[src/rtl/prof_pkg.sv]
package prof_pkg;
  localparam int unsigned NUM_CNT = 5;
  typedef enum int unsigned {
    IDX_XCYC = 0,
    IDX_EXC  = 1,
    IDX_SLP  = 2,
    IDX_LSU  = 3,
    IDX_FOLD = 4
  } ctr_idx_e;
endpackage

[src/rtl/prof_qual.sv]
module prof_qual
  import prof_pkg::*;
(
  input  logic               exe_busy_i,
  input  logic               exe_first_i,
  input  logic               fetch_stall_i,
  input  logic               exc_busy_i,
  input  logic               sleep_i,
  input  logic               lsu_busy_i,
  input  logic               lsu_first_i,
  input  logic               fold_i,
  output logic [NUM_CNT-1:0] qual_o
);
  always_comb begin
    qual_o           = '0;
    qual_o[IDX_XCYC] = (exe_busy_i & ~exe_first_i) | fetch_stall_i;
    qual_o[IDX_EXC]  = exc_busy_i;
    qual_o[IDX_SLP]  = sleep_i;
    qual_o[IDX_LSU]  = lsu_busy_i & ~lsu_first_i;
    qual_o[IDX_FOLD] = fold_i;
  end
endmodule

[src/rtl/prof_ctr.sv]
module prof_ctr #(
  parameter int unsigned W = 8
) (
  input  logic         clk,
  input  logic         rst_n,
  input  logic         clr_i,
  input  logic         wr_i,
  input  logic [W-1:0] wdata_i,
  input  logic         inc_i,
  output logic [W-1:0] cnt_o,
  output logic         evt_o
);
  localparam logic [W-1:0] CNT_MAX = {W{1'b1}};

  logic [W-1:0] cnt_q, cnt_d;
  logic         evt_q, evt_d;
  logic         upd;

  always_comb begin
    cnt_d = cnt_q;
    evt_d = 1'b0;
    if (clr_i) begin
      cnt_d = '0;
    end else if (wr_i) begin
      cnt_d = wdata_i;
    end else if (inc_i) begin
      cnt_d = cnt_q + 1'b1;
      evt_d = (cnt_q == CNT_MAX);
    end
  end

  assign upd = clr_i | wr_i | inc_i;

  always_ff @(posedge clk or negedge rst_n) begin
    if (!rst_n) begin
      cnt_q <= '0;
      evt_q <= 1'b0;
    end else begin
      evt_q <= evt_d;
      if (upd) cnt_q <= cnt_d;
    end
  end

  assign cnt_o = cnt_q;
  assign evt_o = evt_q;


  wr_prio_chk: assert property (@(posedge clk) disable iff (!rst_n)
    (wr_i && !clr_i) |=> (cnt_q == $past(wdata_i)) && !evt_q);

  evt_wrap_chk: assert property (@(posedge clk) disable iff (!rst_n)
    $rose(evt_q) |-> (cnt_q == '0));

  clr_zero_chk: assert property (@(posedge clk) disable iff (!rst_n)
    clr_i |=> (cnt_q == '0));

  hold_chk: assert property (@(posedge clk) disable iff (!rst_n)
    (!clr_i && !wr_i && !inc_i) |=> $stable(cnt_q));

  inc_step_chk: assert property (@(posedge clk) disable iff (!rst_n)
    (inc_i && !clr_i && !wr_i) |=> (cnt_q == W'($past(cnt_q) + 1'b1)));
endmodule

[src/rtl/prof_evt_bank.sv]
module prof_evt_bank
  import prof_pkg::*;
#(
  parameter int unsigned CNT_W  = 8,
  parameter int unsigned ADDR_W = 3
) (
  input  logic              clk,
  input  logic              rst_n,
  input  logic              no_perf_i,
  input  logic              reg_we,
  input  logic [ADDR_W-1:0] reg_addr,
  input  logic [CNT_W-1:0]  reg_wdata,
  output logic [CNT_W-1:0]  reg_rdata,
  input  logic              exe_busy_i,
  input  logic              exe_first_i,
  input  logic              fetch_stall_i,
  input  logic              exc_busy_i,
  input  logic              sleep_i,
  input  logic              lsu_busy_i,
  input  logic              lsu_first_i,
  input  logic              fold_i,
  output logic [NUM_CNT-1:0] evt_o
);
  localparam logic [ADDR_W-1:0] CTRL_ADDR = '0;

  logic [NUM_CNT-1:0] ctrl_q, ctrl_d;
  logic               ctrl_wr;
  logic [NUM_CNT-1:0] qual, inc, clr, cwr;
  logic [CNT_W-1:0]   cnt [NUM_CNT];

  prof_qual u_qual (
    .exe_busy_i   (exe_busy_i),
    .exe_first_i  (exe_first_i),
    .fetch_stall_i(fetch_stall_i),
    .exc_busy_i   (exc_busy_i),
    .sleep_i      (sleep_i),
    .lsu_busy_i   (lsu_busy_i),
    .lsu_first_i  (lsu_first_i),
    .fold_i       (fold_i),
    .qual_o       (qual)
  );

  assign ctrl_wr = reg_we && (reg_addr == CTRL_ADDR);

  always_comb begin
    ctrl_d = ctrl_q;
    if (ctrl_wr) ctrl_d = reg_wdata[NUM_CNT-1:0];
  end

  always_ff @(posedge clk or negedge rst_n) begin
    if (!rst_n) ctrl_q <= '0;
    else if (ctrl_wr) ctrl_q <= ctrl_d;
  end

  assign clr = {NUM_CNT{ctrl_wr}} & reg_wdata[NUM_CNT-1:0] & ~ctrl_q;
  assign inc = ctrl_q & qual & {NUM_CNT{~no_perf_i}};

  for (genvar i = 0; i < NUM_CNT; i++) begin : g_ctr
    assign cwr[i] = reg_we && (reg_addr == ADDR_W'(i + 1));
    prof_ctr #(.W(CNT_W)) u_ctr (
      .clk    (clk),
      .rst_n  (rst_n),
      .clr_i  (clr[i]),
      .wr_i   (cwr[i]),
      .wdata_i(reg_wdata),
      .inc_i  (inc[i]),
      .cnt_o  (cnt[i]),
      .evt_o  (evt_o[i])
    );
  end

  always_comb begin
    reg_rdata = '0;
    if (reg_addr == CTRL_ADDR) reg_rdata[NUM_CNT-1:0] = ctrl_q;
    for (int i = 0; i < NUM_CNT; i++) begin
      if (reg_addr == ADDR_W'(i + 1)) reg_rdata = cnt[i];
    end
  end


  strap_quiet_chk: assert property (@(posedge clk) disable iff (!rst_n)
    no_perf_i |=> (evt_o == '0));

  ctrl_load_chk: assert property (@(posedge clk) disable iff (!rst_n)
    ctrl_wr |=> (ctrl_q == $past(reg_wdata[NUM_CNT-1:0])));

  evt_needs_en_chk: assert property (@(posedge clk) disable iff (!rst_n)
    (ctrl_q == '0) |=> (evt_o == '0));
endmodule

[config.mk]
export PLATFORM = sky130hd
export DESIGN_NAME = prof_evt_bank
export DESIGN_NICKNAME = d
export VERILOG_FILES = /design/src/rtl/prof_pkg.sv /design/src/rtl/prof_qual.sv /design/src/rtl/prof_ctr.sv /design/src/rtl/prof_evt_bank.sv
export SDC_FILE = /design/constraint.sdc
export NUM_CORES = 1
export LEC_CHECK = 0
export ABC_AREA = 0
export BUFFER_PORTS_ARGS = -buffer_cell sky130_fd_sc_hd__buf_4
export CORE_MARGIN = 2
export CORE_UTILIZATION = 49
export CTS_CLUSTER_SIZE = 16
export DETAILED_ROUTE_END_ITERATION = 16
export PLACE_DENSITY_LB_ADDON = 0.25
export SLEW_MARGIN = 20
export SYNTH_ARGS = -nofsm -noshare
export SYNTH_HDL_FRONTEND = slang
export SYNTH_SLANG_ARGS = --single-unit
[constraint.sdc]
create_clock -name clk -period 1.73 [get_ports clk]
set_input_delay 0.173 -clock clk [delete_from_list [all_inputs] [get_ports clk]]
set_output_delay 0.173 -clock clk [all_outputs]
set_load 0.01 [all_outputs]
Word level (Yosys, flattened, before mapping)
Index checks and enable logic that the tools add are counted.

Reduce and logical (&&, ||, !) cells: 17. Muxes and demuxes: 36. $add $sub $neg: 5. Bitwise logic cells: 21. Equality and inequality tests: 10.

Operators by type and width (count): 2-to-1 mux 8 bit (20); adder 8 x 1 -> 8 bit, second input constant (5); == test 8 bit, second input constant (5); bitwise AND 5 bit (4); 2-to-1 mux 1 bit (15); nonzero test 3 bit (5); OR 1 bit (11); AND reduction 2 bit (5); == test 3 x 2 -> 1 bit, second input constant (2); == test 3 bit, second input constant (2); logical AND 1 bit (6); 2-to-1 mux 5 bit (1); inverter 5 bit (1); == test 3 x 1 -> 1 bit, second input constant (1); logical NOT 3 bit (1); inverter 1 bit (3); bitwise AND 1 bit (2).

Bits in registers: 50. Output and inout bits: 13.

Depth between registers and ports, before layout
Word-level depth: 8. Mapped depth: 7. Depth with buffers taken out: 5.

Modules after synthesis
Synthesis repeated with hierarchy kept, for this count alone.

Cells, all modules: 353. Area, all modules: 3234.4 µm².

Modules (own cells, without submodules): prof_ctr (area each 488.0 µm², sequential area each 225.2 µm², instances 5, cells each 52); prof_evt_bank (area each 754.5 µm², sequential area each 125.1 µm², instances 1, cells each 87); prof_qual (area each 40.0 µm², sequential area each 0.0 µm², instances 1, cells each 6).

Worst setup path before layout
OpenSTA, ideal clock, no wires.

Kind: register -> register. Start: register g_ctr[3].u_ctr.cnt_q[0]. End: register g_ctr[3].u_ctr.cnt_q[6]. Path buffers: 0. Period minus slack after synthesis: 1.573 ns. Stages on the path, launching flop included: 6. Setup slack: 0.157 ns. Required time: 1.604 ns. Data arrival time: 1.447 ns. Setup time: 0.126 ns. Cells stage by stage: dfrtp_1 > ha_1 > nand3_1 > or2_2 > a22o_1 > a221o_1.

Cells in the longest elaborated chain, start to end: 4.

Ends and longest elaborated chain: start: declaration (line prof_ctr.sv:15) `logic [W-1:0] cnt_q, cnt_d;`; start signal: assignment (line prof_ctr.sv:40) `if (upd) cnt_q <= cnt_d;`; adder 8 x 1 -> 8 bit (line prof_ctr.sv:27) `cnt_d = cnt_q + 1'b1;`; 2-to-1 mux 8 bit (line prof_ctr.sv:26) `end else if (inc_i) begin`; 2-to-1 mux 8 bit (line prof_ctr.sv:24) `end else if (wr_i) begin`; 2-to-1 mux 8 bit (line prof_ctr.sv:22) `if (clr_i) begin`.

No other way between the ends. The select of a mux whose other input is x is not followed. A chain may end at the register's enable or synchronous reset.

Worst setup path in the final report
Start: register g_ctr[0].u_ctr.cnt_q[2]. End: output reg_rdata[2].

Cells in the longest elaborated chain, start to end: 5.

Ends and longest elaborated chain: start: declaration (line prof_ctr.sv:15); start signal: assignment (line prof_ctr.sv:40); 2-to-1 mux 8 bit (5 in series) (line prof_evt_bank.sv:76) `if (reg_addr == ADDR_W'(i + 1)) reg_rdata = cnt[i];`; end: declaration (line prof_evt_bank.sv:13) `output logic [CNT_W-1:0] reg_rdata,`.

No other way between the ends.

==> flow_metrics.py <==
metrics = {
    "setup_path": {
        "crit_required_ns": 1.56,
        "cp.arrival_ns": 1.52,
        "slowest_delay_ns": 0.44,
        "crit_chain": "mux2_2 > a22oi_2 > o221ai_1 > buf_4",
        "crit_slowest_cell": "dfrtp_2",
        "endpoint_kind": "output pin",
        "start_kind": "register",
        "critPathKind": "reg2out",
        "critPathMaxFanout": 3,
    },
    "global_route": {
        "antenna_found_initial": 0,
        "overflow": 0,
        "grt_max_degree": 51,
        "grt_pass1_wl_um": 15000,
        "grt_pass1_vias": 2940,
        "track_usage_pct": 26.1,
    },
    "synth": {
        "synthAdderAreaFrac_pct": 1.94,
        "synth-seq-cells": 50,
        "netlist.area_leader.share_pct": 38.8,
        "synth-xor-area-share_pct": 1.90,
        "syn_nets": 382,
        "seq_area_frac_synth_pct": 38.8,
        "synth_area_um2": 3230,
        "async_flop_share_pct": 100,
        "synth_compound_area_share_pct": 23.6,
        "synth_simple_gate_area_share_pct": 23.8,
        "synth_warnings": 0,
        "synthTopCellsByArea": "dfrtp_1 39%, nand2_1 4.3%, a22oi_1 3.5%",
        "yosysTopAreaCell": "dfrtp_1",
        "muxShareOfSynthArea_pct": 4.73,
        "yosysUniqueCellTypes": 58,
        "ys.flop_type": "dfrtp_1",
        "synth-edff-count": 0,
        "syn_inst": 354,
        "synth_top_family_by_area": "simple AND/OR/NAND/NOR gates",
        "synth_area_per_cell_um2": 9.12,
    },
    "die": {
        "rows": 29,
        "dieHeight_um": 85.2,
        "dieArea_um2": 7250,
        "coreArea_um2": 6350,
        "num_io_pins": 36,
        "initial_core_util_pct": 50.8,
        "die_w_um": 85.2,
    },
    "sta": {
        "rsz0062_at_grt": "true",
        "clock_skew_ns": 0.0107,
        "slew-limit-headroom_pct": 55.8,
        "slew_violations": 0,
        "worst_pin_slew_ns": 0.662,
        "setup_viol": 0,
        "holdWs_ns": 0.147,
        "period_share_pct": 97.9,
        "fin_crit_ns": 1.69,
        "fin_ws_ns": 0.0361,
        "fmax_mhz": 590,
        "finalSetupTns_ns": 0,
        "hold_viol_final": 0,
    },
    "clocking": {
        "path_clk_slew_ns": 0.11,
        "cts.path.max_buffers": 2,
        "clk_latency_ns": 0.32,
        "cts_root_buffer": "clkbuf_8",
        "cts_tree": "built",
        "clock-sinks": 50,
        "numCtsBuffers": 5,
        "htree_levels": 2,
    },
    "status": {
        "status": "complete, no violations",
    },
    "power_and_ir_drop": {
        "p_sw_share_pct": 36.2,
        "power_switching_mw": 1.49,
        "vdd_drop_max_mv": 0.551,
        "pwr_density_cell_nw_per_um2": 1050,
        "combPwrFrac_pct": 34.0,
        "leakagePower_nw": 1.64,
        "p_seq_share_pct": 45.1,
        "clockPowerShare_pct": 20.9,
        "p_int_mw": 2.62,
    },
    "final_layout": {
        "final_area_um2": 3900,
        "fillCellCount": 509,
        "area_growth_pct": 20.7,
        "diodes": 0,
        "nets": 434,
        "fin_util_pct": 61.4,
        "drive_gt1_share_pct": 26.3,
    },
    "place": {
        "dpl.hpwl_um": 6350,
        "postPlaceCellArea_um2": 3590,
        "post-place-ws_ns": 0.0369,
        "gp_congestion": 0.877,
        "port_buffers": 35,
    },
    "routing": {
        "vias_per_cell": 6.54,
        "drt_pass1_iterations": 5,
        "drtIter0Drc": 350,
        "drc": 0,
        "ant_nets": 0,
        "wl_per_cell_um": 19.3,
        "drt_wl_total_um": 9360,
        "vias": 3166,
    },
    "worst_hold_path": {
        "hp-class": "in2reg",
    },
    "job": {
        "drv_cap": 0,
    },
}
-- cells in the final DEF (no fill, tap or decap), types with 7 or more instances in the layout --
| cell | count |
|---|---|
| nor3_1 | 11 |
| a22oi_1 | 9 |
| nor2b_1 | 7 |
| o211ai_1 | 11 |
| o21ai_0 | 16 |
| nand3_1 | 22 |
| dfrtp_1 | 45 |
| nor2_1 | 19 |
| or4_1 | 7 |
| a31oi_1 | 8 |
| inv_1 | 11 |
| mux2_2 | 10 |
| nand2_1 | 37 |
| and3_1 | 7 |
| buf_4 | 68 |
| a21oi_1 | 7 |
| a221o_1 | 8 |
-- power groups by stage --
stage / Clock, mW / Sequential, mW / Combinational (mW)
detailed placement: 0 / 1.89 / 1.12
CTS: 0.869 / 1.84 / 1.22
global placement: 0 / 1.88 / 1.07
global route: 0.913 / 1.90 / 1.55
floorplan: 0 / 1.74 / 0.806
finish: 0.859 / 1.85 / 1.39
-- cell type report --
| class | instances | area, um^2 | area share [%] |
|---|---|---|---|
| Multi-Input combinational cell | 269 | 1870 | 47.9 |
| Clock inverter | 3 | 45.0 | 1.16 |
| Inverter | 11 | 41.3 | 1.06 |
| Timing Repair Buffer | 69 | 520 | 13.4 |
| Sequential cell | 50 | 1260 | 32.3 |
| Clock buffer | 5 | 68.8 | 1.77 |
| Tap cell | 77 | 96.3 | 2.47 |
-- critical path: cells and delay by family, from the launching register on --
family	cells	cell delay (ns)
AO/OA/AOI/OAI	2	0.31
buffers and inverters	1	0.18
flip-flops	1	0.44
multiplexers	1	0.28
-- cell usage after synthesis (5+ instances only) --
master,count
o21ai_0,16
ha_1,5
buf_4,8
or4_1,7
a21oi_1,7
a32oi_1,5
a22oi_1,15
clkbuf_1,9
nor3_1,11
nand2_1,37
nor2b_1,7
and3_1,7
dfrtp_1,50
buf_2,6
mux2_2,10
o221ai_1,5
nor2_1,20
nand3_1,22
a31oi_1,8
inv_1,11
o211ai_1,11
a221o_1,8
-- cells by family (layout without fill, tap and decap cells) --
group | count (synthesis) | after routing
multiplexers | 14 | 14
buffers and inverters | 35 | 88
flip-flops | 50 | 50
adder cells (fa/ha/maj) | 5 | 5
XOR/XNOR | 7 | 7
AO/OA/AOI/OAI | 102 | 102
AND/OR/NAND/NOR | 141 | 141
-- through the flow --
stage	power, mW	cells
3_5_place_dp	3.01	460
6_report	4.11	484
5_1_grt	4.36	484
2_1_floorplan	2.54	354
4_1_cts	3.93	473
3_3_place_gp	2.95	460
-- flip-flops by register name (all words and copies together), names as in the netlist --
register and cells:
ctrl_q 5, g_ctr.u_ctr.evt_o 5, g_ctr.u_ctr.cnt_o 40
-- timing repair --
item	CTS	global route
endpoints found under the hold margin	50	0
buffers inserted	4	11
pin swaps	0	3
resized for setup	4	13
endpoints found under the setup margin	4	13
hold buffers	1	0
-- final timing paths --
| kind | slack (ns) | start | end | cells past startpoint |
|---|---|---|---|---|
| min in group asynchronous | 0.43 | rst_n | g_ctr[0].u_ctr.cnt_o[7]$_DFFE_PN0P_ | 2 |
| min reg2reg | 0.58 | g_ctr[1].u_ctr.cnt_o[1]$_DFFE_PN0P_ | g_ctr[1].u_ctr.cnt_o[1]$_DFFE_PN0P_ | 2 |
| max in group asynchronous | 0.83 | rst_n | g_ctr[2].u_ctr.cnt_o[1]$_DFFE_PN0P_ | 2 |
| max | 0.04 | g_ctr[0].u_ctr.cnt_o[2]$_DFFE_PN0P_ | reg_rdata[2] | 4 |
| min | 0.15 | reg_wdata[7] | g_ctr[0].u_ctr.cnt_o[7]$_DFFE_PN0P_ | 3 |
| max reg2reg | 0.08 | ctrl_q[0]$_DFFE_PN0N_ | g_ctr[0].u_ctr.cnt_o[5]$_DFFE_PN0P_ | 4 |
-- routing by layer --
metal	vias to the layer above	part of all wire, %	global-route usage [%]
li1	1456	-	-
met4	0	2.7	8.66
met1	1553	44	36.1
met5	-	0	0
met2	135	47	42.3
met3	22	5.8	3.50
Note: power is estimated with default switching activity, not from simulation.
